--- config.mk ---
export PLATFORM = sky130hd
export DESIGN_NAME = hz_ctrl
export DESIGN_NICKNAME = d
export VERILOG_FILES = /design/src/rtl/hz_pkg.sv /design/src/rtl/hz_fwd_unit.sv /design/src/rtl/hz_load_use.sv /design/src/rtl/hz_st_fwd.sv /design/src/rtl/hz_ctrl.sv
export SDC_FILE = /design/constraint.sdc
export NUM_CORES = 1
export LEC_CHECK = 0
export BUFFER_PORTS_ARGS = -buffer_cell sky130_fd_sc_hd__buf_2
export CORE_AREA = 2 2 39 41
export DETAILED_ROUTE_END_ITERATION = 10
export DIE_AREA = 0 0 41 43
export PLACE_DENSITY = 0.89
export SYNTH_ARGS = -nofsm -noshare
export SYNTH_HDL_FRONTEND = slang
export SYNTH_SLANG_ARGS = --single-unit
export TNS_END_PERCENT = 1
--- constraint.sdc ---
create_clock -name vclk -period 3.76
set_input_delay 0.376 -clock vclk [all_inputs]
set_output_delay 0.376 -clock vclk [all_outputs]
set_load 0.01 [all_outputs]
--- src/rtl/hz_pkg.sv ---
package hz_pkg;
  typedef enum logic [1:0] {
    FWD_RF  = 2'b00,
    FWD_WB  = 2'b01,
    FWD_MEM = 2'b10
  } fwd_sel_e;
endpackage

--- src/rtl/hz_fwd_unit.sv ---
module hz_fwd_unit #(
  parameter int AW   = 5,
  parameter int NSRC = 2
) (
  input  logic [NSRC-1:0][AW-1:0] src_i,
  input  logic [AW-1:0]           mem_rd_i,
  input  logic                    mem_wr_i,
  input  logic                    mem_ld_i,
  input  logic [AW-1:0]           wb_rd_i,
  input  logic                    wb_wr_i,
  output logic [NSRC-1:0][1:0]    sel_o
);
  import hz_pkg::*;
  logic mem_ok, wb_ok;
  // load data is not ready in memory stage; never bypass it from there
  assign mem_ok = mem_wr_i && !mem_ld_i && (mem_rd_i != '0);
  assign wb_ok  = wb_wr_i && (wb_rd_i != '0);

  for (genvar g = 0; g < NSRC; g++) begin : g_src
    always_comb begin
      if (mem_ok && (mem_rd_i == src_i[g]))     sel_o[g] = FWD_MEM;
      else if (wb_ok && (wb_rd_i == src_i[g]))  sel_o[g] = FWD_WB;
      else                                      sel_o[g] = FWD_RF;
    end
  end
endmodule

--- src/rtl/hz_load_use.sv ---
module hz_load_use #(
  parameter int AW = 5
) (
  input  logic [AW-1:0] id_rs_i,
  input  logic [AW-1:0] id_rt_i,
  input  logic          id_is_store_i,
  input  logic [AW-1:0] ex_rd_i,
  input  logic          ex_ld_i,
  output logic          stall_o
);
  logic hit_rs, hit_rt;
  assign hit_rs = (ex_rd_i == id_rs_i);
  // store data gets the loaded value via the memory-stage bypass
  assign hit_rt = (ex_rd_i == id_rt_i) && !id_is_store_i;
  assign stall_o = ex_ld_i && (ex_rd_i != '0) && (hit_rs || hit_rt);
endmodule

--- src/rtl/hz_st_fwd.sv ---
module hz_st_fwd #(
  parameter int AW = 5
) (
  input  logic          mem_is_store_i,
  input  logic [AW-1:0] mem_rt_i,
  input  logic [AW-1:0] wb_rd_i,
  input  logic          wb_wr_i,
  output logic          sel_o
);
  assign sel_o = mem_is_store_i && wb_wr_i && (wb_rd_i != '0) && (wb_rd_i == mem_rt_i);
endmodule

--- src/rtl/hz_ctrl.sv ---
module hz_ctrl #(
  parameter int AW = 5
) (
  input  logic [AW-1:0] id_rs_i,
  input  logic [AW-1:0] id_rt_i,
  input  logic          id_is_store_i,
  input  logic [AW-1:0] ex_rs_i,
  input  logic [AW-1:0] ex_rt_i,
  input  logic [AW-1:0] ex_rd_i,
  input  logic          ex_reg_wr_i,
  input  logic          ex_mem_rd_i,
  input  logic [AW-1:0] mem_rd_i,
  input  logic [AW-1:0] mem_rt_i,
  input  logic          mem_reg_wr_i,
  input  logic          mem_mem_rd_i,
  input  logic          mem_is_store_i,
  input  logic          mem_br_taken_i,
  input  logic [AW-1:0] wb_rd_i,
  input  logic          wb_reg_wr_i,
  output logic [1:0]    fwd_a_o,
  output logic [1:0]    fwd_b_o,
  output logic          st_fwd_o,
  output logic          fe_hold_o,
  output logic          bubble_o,
  output logic          flush_o
);
  localparam int NSRC = 2;

  logic [NSRC-1:0][AW-1:0] ex_src;
  logic [NSRC-1:0][1:0]    ex_sel;
  logic                    lu_stall;

  assign ex_src[0] = ex_rs_i;
  assign ex_src[1] = ex_rt_i;

  hz_fwd_unit #(.AW(AW), .NSRC(NSRC)) u_fwd (
    .src_i    (ex_src),
    .mem_rd_i (mem_rd_i),
    .mem_wr_i (mem_reg_wr_i),
    .mem_ld_i (mem_mem_rd_i),
    .wb_rd_i  (wb_rd_i),
    .wb_wr_i  (wb_reg_wr_i),
    .sel_o    (ex_sel)
  );

  assign fwd_a_o = ex_sel[0];
  assign fwd_b_o = ex_sel[1];

  hz_load_use #(.AW(AW)) u_lu (
    .id_rs_i       (id_rs_i),
    .id_rt_i       (id_rt_i),
    .id_is_store_i (id_is_store_i),
    .ex_rd_i       (ex_rd_i),
    .ex_ld_i       (ex_mem_rd_i && ex_reg_wr_i),
    .stall_o       (lu_stall)
  );

  hz_st_fwd #(.AW(AW)) u_stf (
    .mem_is_store_i (mem_is_store_i),
    .mem_rt_i       (mem_rt_i),
    .wb_rd_i        (wb_rd_i),
    .wb_wr_i        (wb_reg_wr_i),
    .sel_o          (st_fwd_o)
  );

  // taken branch wins: stalled instruction is flushed, not held
  assign flush_o   = mem_br_taken_i;
  assign fe_hold_o = lu_stall && !mem_br_taken_i;
  assign bubble_o  = lu_stall && !mem_br_taken_i;
endmodule

==> results_dict.tcl, run 1 <==
set metrics [dict create \
    end_kind "output pin" \
    postSynthCellCount 62 \
    stdcell_count 132 \
    multi_input_area_um2 466.7 \
    yosys.area.top_type "xor2_1" \
    antenna_found_initial 0 \
    finalCriticalPeriod_ns 2.251 \
    hold_viol_final 0 \
    status "finished clean" \
    worstHoldPathCells 2 \
    slew_viol_final 0 \
    yosysMostFrequentCell "xor2_1" \
    syn-num-nets 110 \
    ant_nets 0 \
    diodes 0 \
    crit_fanout 3 \
    grt_usage_pct 16.28 \
    max_clock_freq_ghz 0.4443 \
    area_growth_pct 59.22 \
    rows 14 \
    nFlopsAndLatches 0 \
    critPathKind "in2out" \
    dpl_cell_area_um2 767.0 \
    yosysUniqueCellTypes 16 \
    worstSetupStartpointType "input port" \
    avgSynthCellArea_um2 7.770 \
    netlist_area_um2 481.7 \
    tightest_slew_ns 0.6343 \
    cap_violations 0 \
    nets 166 \
    wl_per_cell_um 11.05 \
    post_cts_resized 0 \
    dp_cells 132 \
    dr.pass1.iters 3 \
    initial_utilization_pct 34.81 \
    grt_pass1_vias 567 \
    n_fill_cell 127 \
    synth-seq-area-share_pct 0 \
    p_leak_nw 0.3840 \
    cts_setup_buffers 0 \
    die_w_um 41 \
    portBuffers 56 \
    core_um2 1384 \
    grt_max_degree 5 \
    ioPinCount 56 \
    die_h_um 43 \
    place_congestion 0.7151 \
    grt_overflow_total 0 \
    setup_viol 0 \
    min_from "mem_br_taken_i" \
    vias 664 \
    place_hpwl_um 1372 \
    wl_um 1458 \
    nClkBuffers 0 \
    rsz0062_at_grt "false" \
    netlist.area_leader.share_pct 43.64 \
    grt_pass1_wl_um 2076 \
    drive_gt1_share_pct 50.86 \
    ir_drop_mv 0.04577 \
    setup_tns_ns 0 \
    required_ns 3.38 \
    relSlewSlack_pct 56.62 \
    drtIter0Drc 6 \
    cp.arrival_ns 1.87 \
    synth.area.top_cells "xor2_1 (44%), xnor2_1 (20%), or4_1 (6.2%)" \
    worstHoldPathType "in2out" \
    period_share_pct 59.85 \
    holdBufCountCts 0 \
    yosysWarnings 0 \
    min_to "flush_o" \
    ys_top_cells_by_count "xor2_1 (24), xnor2_1 (11), or4_1 (4)" \
    drcViolationCount 0 \
    postLayoutCellArea_um2 767.0 \
    seq_area_um2 0 \
    viasPerCell 5.030 \
    die-area_um2 1763 \
    powerDensity_nw_per_um2 101.4 \
]
[routing by layer]
metal | wire length [um] | global-route usage [%] | vias up | share of wire, %
li1 | - | - | 329 | -
met1 | 486 | 14.87 | 281 | 33
met2 | 732 | 34.38 | 52 | 50
met3 | 225 | 1.571 | 2 | 15
met4 | 14 | 2.000 | 0 | 0.96
met5 | 0 | 0 | - | 0
[critical path, stage by stage]
cell	delay (ns)
buf_2	0.12
xor2_1	0.16
nor4_1	0.28
a22oi_1	0.10
a2111oi_0	0.58
buf_2	0.25
[cell usage in the layout, fill, tap and decap left out]
| cell type | count |
|---|---|
| a2111oi_0 | 1 |
| nor4_1 | 3 |
| o21ai_2 | 1 |
| xor2_1 | 24 |
| o21ai_1 | 1 |
| or4_1 | 4 |
| nor4_2 | 2 |
| a22oi_1 | 1 |
| nand3_1 | 2 |
| nand4_1 | 1 |
| buf_2 | 56 |
| xnor2_1 | 11 |
| nor2b_1 | 1 |
| nand2_1 | 2 |
| nor3_1 | 3 |
| nor2_1 | 3 |
[per-stage QoR]
stage	utilization [%]	worst slack, ns	total power [mW]	hold WS (ns)
6_report	55.43	1.509	0.07777	0.9540
3_5_place_dp	55.43	1.566	0.07823	0.9545
5_1_grt	55.43	1.443	0.08531	0.9636
2_1_floorplan	-	1.506	0.03589	0.8343
3_3_place_gp	55.43	1.689	0.07487	0.9502
4_1_cts	55.43	1.565	0.07851	0.9541
[how the worst max path moves through the flow]
stage,start,endpoint,depth (start not counted)
floorplan,ex_rd_i[2],fe_hold_o,5
global placement,ex_rd_i[2],bubble_o,6
detailed placement,ex_rd_i[2],fe_hold_o,6
CTS,ex_rd_i[2],fe_hold_o,6
global route,ex_rd_i[2],bubble_o,6
finish,ex_rd_i[2],fe_hold_o,6
[power by group]
group	switching, mW	internal [mW]	leakage (nW)
logic	0.0368	0.0410	0.384
clock network	0	0	0
registers	0	0	0
total	0.0368	0.0410	0.384
[kinds of logic after synthesis]
| kind of cell | after synthesis | share of synthesized area (%) |
|---|---|---|
| buffers and inverters | 2 | 3.116 |
| xor gates and xnor gates | 35 | 63.64 |
| and+or+nand+nor | 21 | 27.01 |
| AOI/OAI and AO/OA | 4 | 6.234 |
[cell type report]
cell class / count / share of cell area (%)
multi-input combinational: 60 / 60.85
tap: 16 / 2.610
timing repair buffer: 56 / 36.54
Power figures use the tool's default switching activity.
==> run 2, diff against run 1 <==
- ABC_AREA: unset -> 1
- CORE_AREA: 2 2 39 41 -> unset
- CORE_MARGIN: unset -> 2
- CORE_UTILIZATION: unset -> 42
- DIE_AREA: 0 0 41 43 -> unset
- clock period: 3.76 -> 2.3 ns (I/O delays scaled with it)
==> results_dict.tcl, run 2 <==
set metrics [dict create \
    rows 14 \
    holdWs_ns 0.6606 \
    max_clock_freq_ghz 0.7932 \
    ir_drop_mv 0.07935 \
    avgSynthCellArea_um2 4.481 \
    ioPinCount 56 \
    grt_usage_pct 19.33 \
    portBuffers 56 \
    area_growth_pct 41.61 \
    tightest_slew_ns 0.1530 \
    p_leak_nw 0.6859 \
    met2_length_um 902 \
    crit_fanout 3 \
    worstHoldPathType "in2out" \
    drcViolationCount 0 \
    die_h_um 44.41 \
    holdBufCountCts 0 \
    synth.area.top_cells "nand2_1 (35%), inv_1 (17%), nor2_1 (12%)" \
    setup_viol 0 \
    nClkBuffers 0 \
    netlist.area_leader.share_pct 35.04 \
    viasPerCell 4.386 \
    worstSetupStartpointType "input port" \
    relSlewSlack_pct 89.69 \
    topRoutingLayerUsed "met3" \
    yosysUniqueCellTypes 17 \
    antenna_found_initial 0 \
    synth-seq-area-share_pct 0 \
    drive_gt1_share_pct 30.92 \
    cp.arrival_ns 1.03 \
    diodes 0 \
    critPathKind "in2out" \
    postSynthCellCount 153 \
    yosys.area.top_type "nand2_1" \
    place_hpwl_um 1676 \
    yosysMostFrequentCell "nand2_1" \
    n_fill_cell 167 \
    powerDensity_nw_per_um2 153.2 \
    slew_viol_final 0 \
    met3_wirelength_um 101 \
    wl_um 1818 \
    postLayoutCellArea_um2 970.9 \
    final_common_cell "nand2_1" \
    fin_ws_ns 1.039 \
    final_cell_mix "nand2_1 (64), buf_2 (56), inv_1 (31)" \
    setup_tns_ns 0 \
    nets 257 \
    core_um2 1524 \
    syn-num-nets 201 \
    hold_viol_final 0 \
    cap_violations 0 \
    period_share_pct 54.82 \
    m1WireLength_um 813 \
    seq_area_um2 0 \
    vias 978 \
    wl_per_cell_um 8.152 \
    status "finished clean" \
    ys_top_cells_by_count "nand2_1 (64), inv_1 (31), nor2_1 (22)" \
    grt_max_degree 6 \
    grt_pass1_vias 802 \
    power_mw 0.1488 \
    yosysWarnings 0 \
    initial_utilization_pct 44.99 \
    dr.pass1.iters 4 \
    die_w_um 44.41 \
    place_congestion 0.8343 \
    netlist_area_um2 685.7 \
    grt_pass1_wl_um 3049 \
    die-area_um2 1972 \
    end_kind "output pin" \
    multi_input_area_um2 546.8 \
    finalCriticalPeriod_ns 1.261 \
    dpl_worst_slack_ns 1.049 \
    ant_nets 0 \
    required_ns 2.07 \
    post_cts_resized 0 \
    dpl_cell_area_um2 970.9 \
    cts_setup_buffers 0 \
    nFlopsAndLatches 0 \
    drtIter0Drc 12 \
    grt_overflow_total 0 \
    rsz0062_at_grt "false" \
]
## run 2: cell types whose count changed after synthesis, moves of 4 or more
cell,delta
nand3_1,+4
nor2_1,+19
xnor2_1,-5
or4_1,-4
inv_1,+31
xor2_1,-19
nand2_1,+62
## run 2: layer usage
metal  vias up  global-route usage [%]
li1        555                       -
met4         0                       0
met5         -                       0
met2        28                   37.65
met3         0                       0
met1       395                   25.12
## run 2: cell families (layout without fill, tap and decap cells)
kind of cell	count (synthesis)	count (layout)	synth area share [%]
AND/OR/NAND/NOR	102	102	61.31
buffers and inverters	35	89	20.26
XOR/XNOR	11	11	14.05
AO/OA/AOI/OAI	5	5	4.380
## run 2: area by class of cell
type	instances	share of cell area, %
multi-input cells	118	56.31
inverters	33	12.76
well taps	16	2.062
repair buffers	56	28.87
## run 2: critical path: stages
cell     delay [ns]
buf_2          0.10
inv_1          0.06
nand2_1        0.06
nand2_1        0.05
nor2_1         0.10
nand3_1        0.08
a21oi_1        0.18
buf_2          0.16
## run 2: per-stage QoR
step,instances,util [%]
3_5_place_dp,223,63.71
2_1_floorplan,153,-
3_3_place_gp,223,63.71
6_report,223,63.71
5_1_grt,223,63.71
4_1_cts,223,63.71
## run 2: power by group
group | internal, mW | switching (mW)
clock | 0 | 0
combinational | 0.0697 | 0.0791
sequential | 0 | 0
## run 2: path summary, 6_finish.rpt
check / start / endpoint / cells past startpoint
hold / removal: mem_br_taken_i / flush_o / 2
setup / recovery: ex_rd_i[3] / bubble_o / 8
